### src/rtl/colrd_pkg.sv
package colrd_pkg;

    typedef enum logic [2:0] {
        ST_IDLE,
        ST_WAIT_SH,
        ST_SETUP,
        ST_SYNC_CLK,
        ST_HOLD,
        ST_RUN,
        ST_DONE
    } seq_st_e;

    // Column clocks needed after the last pixel to release the last column.
    function automatic logic [1:0] desel_count(input logic partial_mode);
        return partial_mode ? 2'd2 : 2'd1;
    endfunction

    // Column-clock periods of analog latency between selection and output.
    localparam int unsigned PIPE_LAT = 2;

endpackage

### src/rtl/colrd_phase.sv
module colrd_phase #(
    parameter int unsigned HALF_PER = 2
) (
    input  logic clk,
    input  logic rst,
    input  logic run,
    output logic hi,
    output logic period_end
);
    localparam int unsigned PER = 2 * HALF_PER;
    localparam int unsigned PW  = (PER > 1) ? $clog2(PER) : 1;

    logic [PW-1:0] ph;

    assign hi         = (ph < PW'(HALF_PER));
    assign period_end = (ph == PW'(PER - 1));

    always_ff @(posedge clk) begin
        if (rst || !run) begin
            ph <= '0;
        end else if (period_end) begin
            ph <= '0;
        end else begin
            ph <= ph + 1'b1;
        end
    end
endmodule

### src/rtl/colrd_ctrl.sv
module colrd_ctrl
    import colrd_pkg::*;
#(
    parameter int unsigned WIN_W     = 8,
    parameter int unsigned SETUP_CYC = 30,
    localparam int unsigned IW       = WIN_W + 2,
    localparam int unsigned SW       = $clog2(SETUP_CYC + 1)
) (
    input  logic             clk,
    input  logic             rst,
    input  logic             row_start,
    input  logic             partial,
    input  logic [WIN_W-1:0] win_width,
    input  logic             samp_done,
    input  logic             period_end,
    output seq_st_e          st,
    output logic [IW-1:0]    idx,
    output logic [IW-1:0]    last_idx,
    output logic             lat_part
);
    logic [SW-1:0]    setup_cnt;
    logic [WIN_W-1:0] lat_w;
    logic             sh_seen;

    // Final converter period index: width + latency - 1.
    assign last_idx = {2'b00, lat_w} + IW'(PIPE_LAT - 1);

    always_ff @(posedge clk) begin
        if (rst) begin
            st        <= ST_IDLE;
            setup_cnt <= '0;
            idx       <= '0;
            lat_w     <= '0;
            lat_part  <= 1'b0;
            sh_seen   <= 1'b0;
        end else begin
            if (st != ST_IDLE && samp_done) begin
                sh_seen <= 1'b1;
            end
            case (st)
                ST_IDLE: begin
                    if (row_start) begin
                        lat_w     <= win_width;
                        lat_part  <= partial;
                        sh_seen   <= 1'b0;
                        setup_cnt <= '0;
                        st        <= partial ? ST_SETUP : ST_WAIT_SH;
                    end
                end
                ST_WAIT_SH: begin
                    if (samp_done) begin
                        setup_cnt <= '0;
                        st        <= ST_SETUP;
                    end
                end
                ST_SETUP: begin
                    if (setup_cnt == SW'(SETUP_CYC - 1)) begin
                        st <= ST_SYNC_CLK;
                    end else begin
                        setup_cnt <= setup_cnt + 1'b1;
                    end
                end
                ST_SYNC_CLK: begin
                    if (period_end) begin
                        idx <= '0;
                        st  <= lat_part ? ST_HOLD : ST_RUN;
                    end
                end
                ST_HOLD: begin
                    if (sh_seen) begin
                        st <= ST_RUN;
                    end
                end
                ST_RUN: begin
                    if (period_end) begin
                        if (idx == last_idx) begin
                            st <= ST_DONE;
                        end else begin
                            idx <= idx + 1'b1;
                        end
                    end
                end
                ST_DONE: st <= ST_IDLE;
                default: st <= ST_IDLE;
            endcase
        end
    end
endmodule

### src/rtl/colrd_seq.sv
module colrd_seq
    import colrd_pkg::*;
#(
    parameter int unsigned WIN_W     = 8,
    parameter int unsigned HALF_PER  = 2,
    parameter int unsigned SETUP_CYC = 30
) (
    input  logic             clk,
    input  logic             rst,
    input  logic             row_start,
    input  logic             partial,
    input  logic [WIN_W-1:0] win_width,
    input  logic             samp_done,
    output logic             col_sync,
    output logic             col_clk,
    output logic             adc_clk,
    output logic             samp_valid,
    output logic             done
);
    localparam int unsigned IW = WIN_W + 2;

    seq_st_e       st;
    logic [IW-1:0] idx;
    logic [IW-1:0] last_idx;
    logic          lat_part;
    logic          ph_hi;
    logic          ph_end;
    logic          ph_run;
    logic [IW-1:0] col_limit;

    assign ph_run = (st == ST_SYNC_CLK) || (st == ST_RUN);

    colrd_phase #(.HALF_PER(HALF_PER)) u_phase (
        .clk        (clk),
        .rst        (rst),
        .run        (ph_run),
        .hi         (ph_hi),
        .period_end (ph_end)
    );

    colrd_ctrl #(.WIN_W(WIN_W), .SETUP_CYC(SETUP_CYC)) u_ctrl (
        .clk        (clk),
        .rst        (rst),
        .row_start  (row_start),
        .partial    (partial),
        .win_width  (win_width),
        .samp_done  (samp_done),
        .period_end (ph_end),
        .st         (st),
        .idx        (idx),
        .last_idx   (last_idx),
        .lat_part   (lat_part)
    );

    // Pixel periods plus deselect periods carry a column clock; the
    // remaining tail periods (latency flush) clock the converter only.
    assign col_limit = last_idx - IW'(PIPE_LAT - 1) + IW'(desel_count(lat_part));

    assign col_sync   = (st == ST_SETUP) || (st == ST_SYNC_CLK && ph_hi);
    assign col_clk    = ph_hi && ((st == ST_SYNC_CLK) ||
                                  (st == ST_RUN && idx < col_limit));
    assign adc_clk    = ph_hi && (st == ST_RUN);
    assign samp_valid = (st == ST_RUN) && (idx >= IW'(PIPE_LAT));
    assign done       = (st == ST_DONE);
endmodule

### config.mk
export PLATFORM = sky130hd
export DESIGN_NAME = colrd_seq
export DESIGN_NICKNAME = d
export VERILOG_FILES = /design/src/rtl/colrd_pkg.sv /design/src/rtl/colrd_phase.sv /design/src/rtl/colrd_ctrl.sv /design/src/rtl/colrd_seq.sv
export SDC_FILE = /design/constraint.sdc
export NUM_CORES = 1
export LEC_CHECK = 0
export BUFFER_PORTS_ARGS = -buffer_cell sky130_fd_sc_hd__clkbuf_2
export CAP_MARGIN = 10
export CORE_MARGIN = 2
export CORE_UTILIZATION = 61
export DETAILED_ROUTE_END_ITERATION = 10
export PLACE_DENSITY_LB_ADDON = 0.1
export SLEW_MARGIN = 20
export SYNTH_ARGS = -nofsm -noshare
export SYNTH_HDL_FRONTEND = slang
export SYNTH_SLANG_ARGS = --single-unit
### constraint.sdc
create_clock -name clk -period 4.8 [get_ports clk]
set_input_delay 0.48 -clock clk [delete_from_list [all_inputs] [get_ports clk]]
set_output_delay 0.48 -clock clk [all_outputs]
set_load 0.02 [all_outputs]
# Yosys cells after proc, flatten, opt, wreduce, memory -nomap -nowiden
# Cells that the tools add are included.
[classes]
n_addsub = 6
n_lt_le_gt_ge = 3
n_eq_ne = 18
muxes = 22
reduce_logical = 20
[op_table]
columns = ["operator", "count"]
rows = [
  ["$mux 10", 3],
  ["$mux 3", 7],
  ["$pmux 10 s2", 1],
  ["$pmux 3 s6", 1],
  ["$mux 5", 3],
  ["$pmux 5 s3", 1],
  ["$ne 2x2->1 const B", 6],
  ["$add 10x1->10 const B", 1],
  ["$add 10x2->10", 1],
  ["$eq 10x10->1", 1],
  ["$ge 10x2->1 const B", 1],
  ["$lt 10x10->1", 1],
  ["$sub 10x1->10 const B", 1],
  ["$add 8x1->9 const B", 1],
  ["$eq 3x3->1 const B", 3],
  ["$reduce_and 4->1", 2],
  ["$reduce_and 7->1", 1],
  ["$eq 3x2->1 const B", 2],
  ["$logic_and 1x1->1", 6],
  ["$ne 2x1->1 const B", 3],
  ["$reduce_bool 3->1", 2],
  ["$add 5x1->5 const B", 1],
  ["$eq 5x5->1 const B", 1],
  ["$logic_or 1x1->1", 4],
  ["other kinds (11)", 15],
]
[totals]
register_bits = 30
out_inout_bits = 5
wordCells = 76

# Depth between registers and ports, before layout
[depth]
depth_word = 7
mapped_depth = 18

# Modules after synthesis
# A second synthesis with hierarchy kept.
[hier_totals]
hier_cells = 316
hier_area_um2 = 2533.7
[by_module_without_submodules]
columns = ["module", "n_inst", "cells_each", "area_each_um2", "seq_area_each_um2"]
rows = [
  ["colrd_ctrl", 1, 223, 1783.0, 560.5],
  ["colrd_seq", 1, 87, 666.9, 0.0],
  ["colrd_phase", 1, 6, 83.8, 40.0],
]

# Worst setup path before layout
# No wires, ideal clock.
[synth_timing]
path_type = "register to output"
startpoint = "reg u_ctrl.lat_w[0]"
endpoint = "out col_clk"
arrival_time_ns = 3.549
path_slack_ns = 0.771
stages_incl_launch_ff = 16
path_cell_list = "dfxtp_1 > ha_1 > inv_1 > ha_1 > inv_1 > ha_1 > inv_1 > fa_1 > or4_1 > o22ai_1 > xnor2_1 > ha_1 > o21a_1 > o21ai_0 > o21bai_1 > a31oi_1"
[synth_between]
elab_chain_len = 7
[synth_lines]
columns = ["element", "line", "text"]
rows = [
  ["start, declared", "colrd_ctrl.sv:22", "logic [WIN_W-1:0] lat_w;"],
  ["start signal, assigned", "colrd_ctrl.sv:43", "lat_w <= win_width;"],
  ["$add 8x1->9", "colrd_ctrl.sv:26", "assign last_idx = {2'b00, lat_w} + IW'(PIPE_LAT - 1);"],
  ["$sub 10x1->10", "colrd_seq.sv:57", "assign col_limit = last_idx - IW'(PIPE_LAT - 1) + IW'(desel_count(lat_part));"],
  ["$add 10x2->10", "colrd_seq.sv:57", ""],
  ["$lt 10x10->1", "colrd_seq.sv:61", "(st == ST_RUN && idx < col_limit));"],
  ["$logic_and 1x1->1", "colrd_seq.sv:61", ""],
  ["$logic_or 1x1->1", "colrd_seq.sv:60", "assign col_clk = ph_hi && ((st == ST_SYNC_CLK) ||"],
  ["$logic_and 1x1->1", "colrd_seq.sv:60", ""],
  ["end, declared", "colrd_seq.sv:15", "output logic col_clk,"],
]
# No other way between the ends.

# Final worst setup path
[layout_timing]
startpoint = "reg u_ctrl.lat_w[1]"
endpoint = "out col_clk"
# The elaborated chain is that of the path after synthesis.

==> reports/summary.txt <==
Cell Area, Placed = 0.00255 sq mm
Hold WC Path Type = in2reg
Sink Count = 30
Worst Path Max Fanout = 6
Global-route wire length before repair = 8.68 mm
Largest net degree at the start of global routing = 22
Reg2reg start = u_ctrl.lat_w[1]
CP startpoint = u_ctrl.lat_w[1]
IO Pins = 18
Slew @ Worst Pin = 0.479 ns
Final ANT Viol Nets = 0
Htree depth = 2
First drt pass iteration count = 4
Synth Cell Area = 0.00250 sq mm
WHS = 0.418 ns
Rows = 23
Post-CTS sizing = 0
Slowest cell on the critical path = dfxtp_1
Cell breakdown of the critical path = ha_2 -> inv_1 -> ha_1 -> inv_1 -> ha_1 -> inv_1 -> fa_2 -> nor2b_1 -> o2111ai_1 -> o41ai_2 -> nor4b_1 -> o22ai_1 -> xnor2_1 -> ha_1 -> o21a_1 -> o21ai_0 -> o21bai_1 -> a31oi_1 -> clkbuf_2
GP Congestion = 0.816
Die area = 0.00462 sq mm
Detail Placement HPWL = 4.02 mm
Synthesized net count = 353
Startpoint type of the worst setup path = register
Lkg Pwr = 1.04 nW
CTS Root Cell = clkbuf_8
Compound-Gate Fraction of Synth Area = 0.199
Share of the synthesized area in the top cell type = 0.240
Routed WL per cell = 14.4 microns
# setup viols final = 0
Pwr dens = 261 mW/mm^2
Largest family of logic cells by synthesized area = simple AND/OR/NAND/NOR gates
Synth area leaders = dfxtp_1 (24%), ha_1 (11%), xnor2_1 (6.0%)
Main synth FF type = dfxtp_1
Finished Cell Area = 0.00266 sq mm
Worst-Skew Late Latency = 0.28 ns
Crit end category = primary output
Post-synthesis mux area share = 0.00451
Slew HR = 0.680
DRT Wirelength = 5.40 mm
Xor/xnor share of the synthesized area = 0.101
Synthesized flop and latch total = 30
Clk slew on worst S/H paths = 0.06 ns
Data required, critical path = 4.32 ns
Status = finished, final reports clean
FILL cells = 343
Post-synthesis adder-cell area fraction = 0.113
Register area share after synthesis = 0.240
Max-cap violation count = 0
Detailed-route vias per instance = 5.95
CTS tree = yes
Mean Syn Cell Area = 7.86 sq um
Antenna violations before repair = 0
Post-synth ARST share = 0
Synthesis Warnings = 0
DR vias = 2,225
Fin. Hold Viols = 0
Vias in the first global route = 1,860
PortBufs = 17
Initial drt markers = 209
Setup TNS = 0 ns
Synth Area in Simple Gates = 0.277
Clock Skew = 0.00759 ns
Nets = 358
Overflow after GRT = 0
CTS Buf Count = 5
Cell family with most CP delay = adder cells
Crit path largest cell delay = 0.36 ns
Synth cell count leaders = nand2_1 (34), dfxtp_1 (30), a21oi_1 (25)
Cell variety after synth = 57
# hold bufs at CTS = 0
Post-synth EDFFs = 0
Initial Util = 0.629
Tmin final = 4.51 ns
# diodes = 0
Die span in y = 68 microns
Slew Viols, Final = 0
Setup repair bufs after CTS = 0
RSZ-0062 raised after global routing = false
Hold Startpoint = win_width[6]
Count leader, synth = nand2_1
Syn-to-layout area delta = 6.36%
Share of layout cells above drive strength 1 = 0.105
Fmax = 0.222 GHz
DRC viols = 0
Die W = 68 microns
Clock Tree Buf Depth = 2
Arrival time worst endpoint = 4.03 ns
Synth area leader = dfxtp_1
Final period util = 0.939
Crit path buf inv count = 4
CORE AREA = 0.00397 sq mm
GRT Total Usage = 0.246
Syn Inst Count = 318
Kind of critical path = reg2out
Peak VDD IR = 0.175 mV
-- layer usage --
metal / global-route usage / routed length, microns / up-vias
met5: 0 / 0 / -
met4: 0.0700 / 38 / 0
met3: 0.0411 / 190 / 4
met2: 0.391 / 2510 / 40
met1: 0.344 / 2660 / 1022
li1: - / - / 1159
-- power by group --
group	total [mW]	internal, mW	switching (mW)	leakage, nW
clock	0.213	0.115	0.0981	0.0472
sequential	0.281	0.260	0.0211	0.244
combinational	0.199	0.0909	0.108	0.748
-- state kept, by name (all words and copies together), names as in the netlist --
| name | count |
|---|---|
| u_ctrl.sh_seen | 1 |
| u_ctrl.st | 3 |
| u_ctrl.lat_part | 1 |
| u_ctrl.setup_cnt | 5 |
| u_ctrl.idx | 10 |
| u_phase.ph | 2 |
| u_ctrl.lat_w | 8 |
-- area by class of cell --
cell class                      instances  area, sq um  share of cell area
Clock inverter                          2         12.5             0.00471
Sequential cell                        30          602               0.226
Inverter                               17         63.8              0.0240
Timing Repair Buffer                   17         85.1              0.0320
Clock buffer                            6         82.6              0.0311
Multi-Input combinational cell        252         1750               0.658
Tap cell                               50         62.6              0.0235
-- worst reg2reg max path, cell delays in order, from the launching register on --
cell and delay (ns):
dfxtp_1 0.43, ha_2 0.36, nand2_1 0.17, xnor2_1 0.19, o221ai_1 0.15, a22o_1 0.29
a31o_4 0.30, or4_1 0.51, a21oi_1 0.15
-- cells by family (layout without fill, tap and decap cells) --
group,Yosys count,in the layout
AO/OA/AOI/OAI,76,76
XOR/XNOR,25,25
adder cells (fa/ha/maj),22,22
buffers and inverters,36,42
flip-flops,30,30
multiplexers,1,1
AND/OR/NAND/NOR,128,128
-- per-stage QoR --
stage	power, mW	cells	worst slack, ns	utilization
global placement	0.478	366	0.608	0.642
finish	0.694	374	0.293	0.669
detailed placement	0.484	366	0.548	0.642
global route	0.738	374	0.00650	0.669
CTS	0.695	374	0.222	0.666
floorplan	0.445	318	0.771	-
-- path summary, 6_finish.rpt --
check                                  endpoint  slack, ns  cells past startpoint
worst max register to register    u_ctrl.idx[9]       2.21                      8
worst min-delay path            u_ctrl.lat_w[6]       0.42                      3
worst min register to register    u_phase.ph[0]       0.43                      1
worst max-delay path                    col_clk       0.29                     19
-- cell usage in the layout, fill, tap and decap left out, types with 9 or more instances in the layout --
master and n:
a21oi_1 25, clkbuf_2 17, dfxtp_1 29, ha_1 20, inv_1 17, nand2_1 34
nand2b_1 10, nand3_1 10, nor2_1 20, o21ai_0 13, or3_1 9, xnor2_1 17
Note: power is estimated with default switching activity, not from simulation.
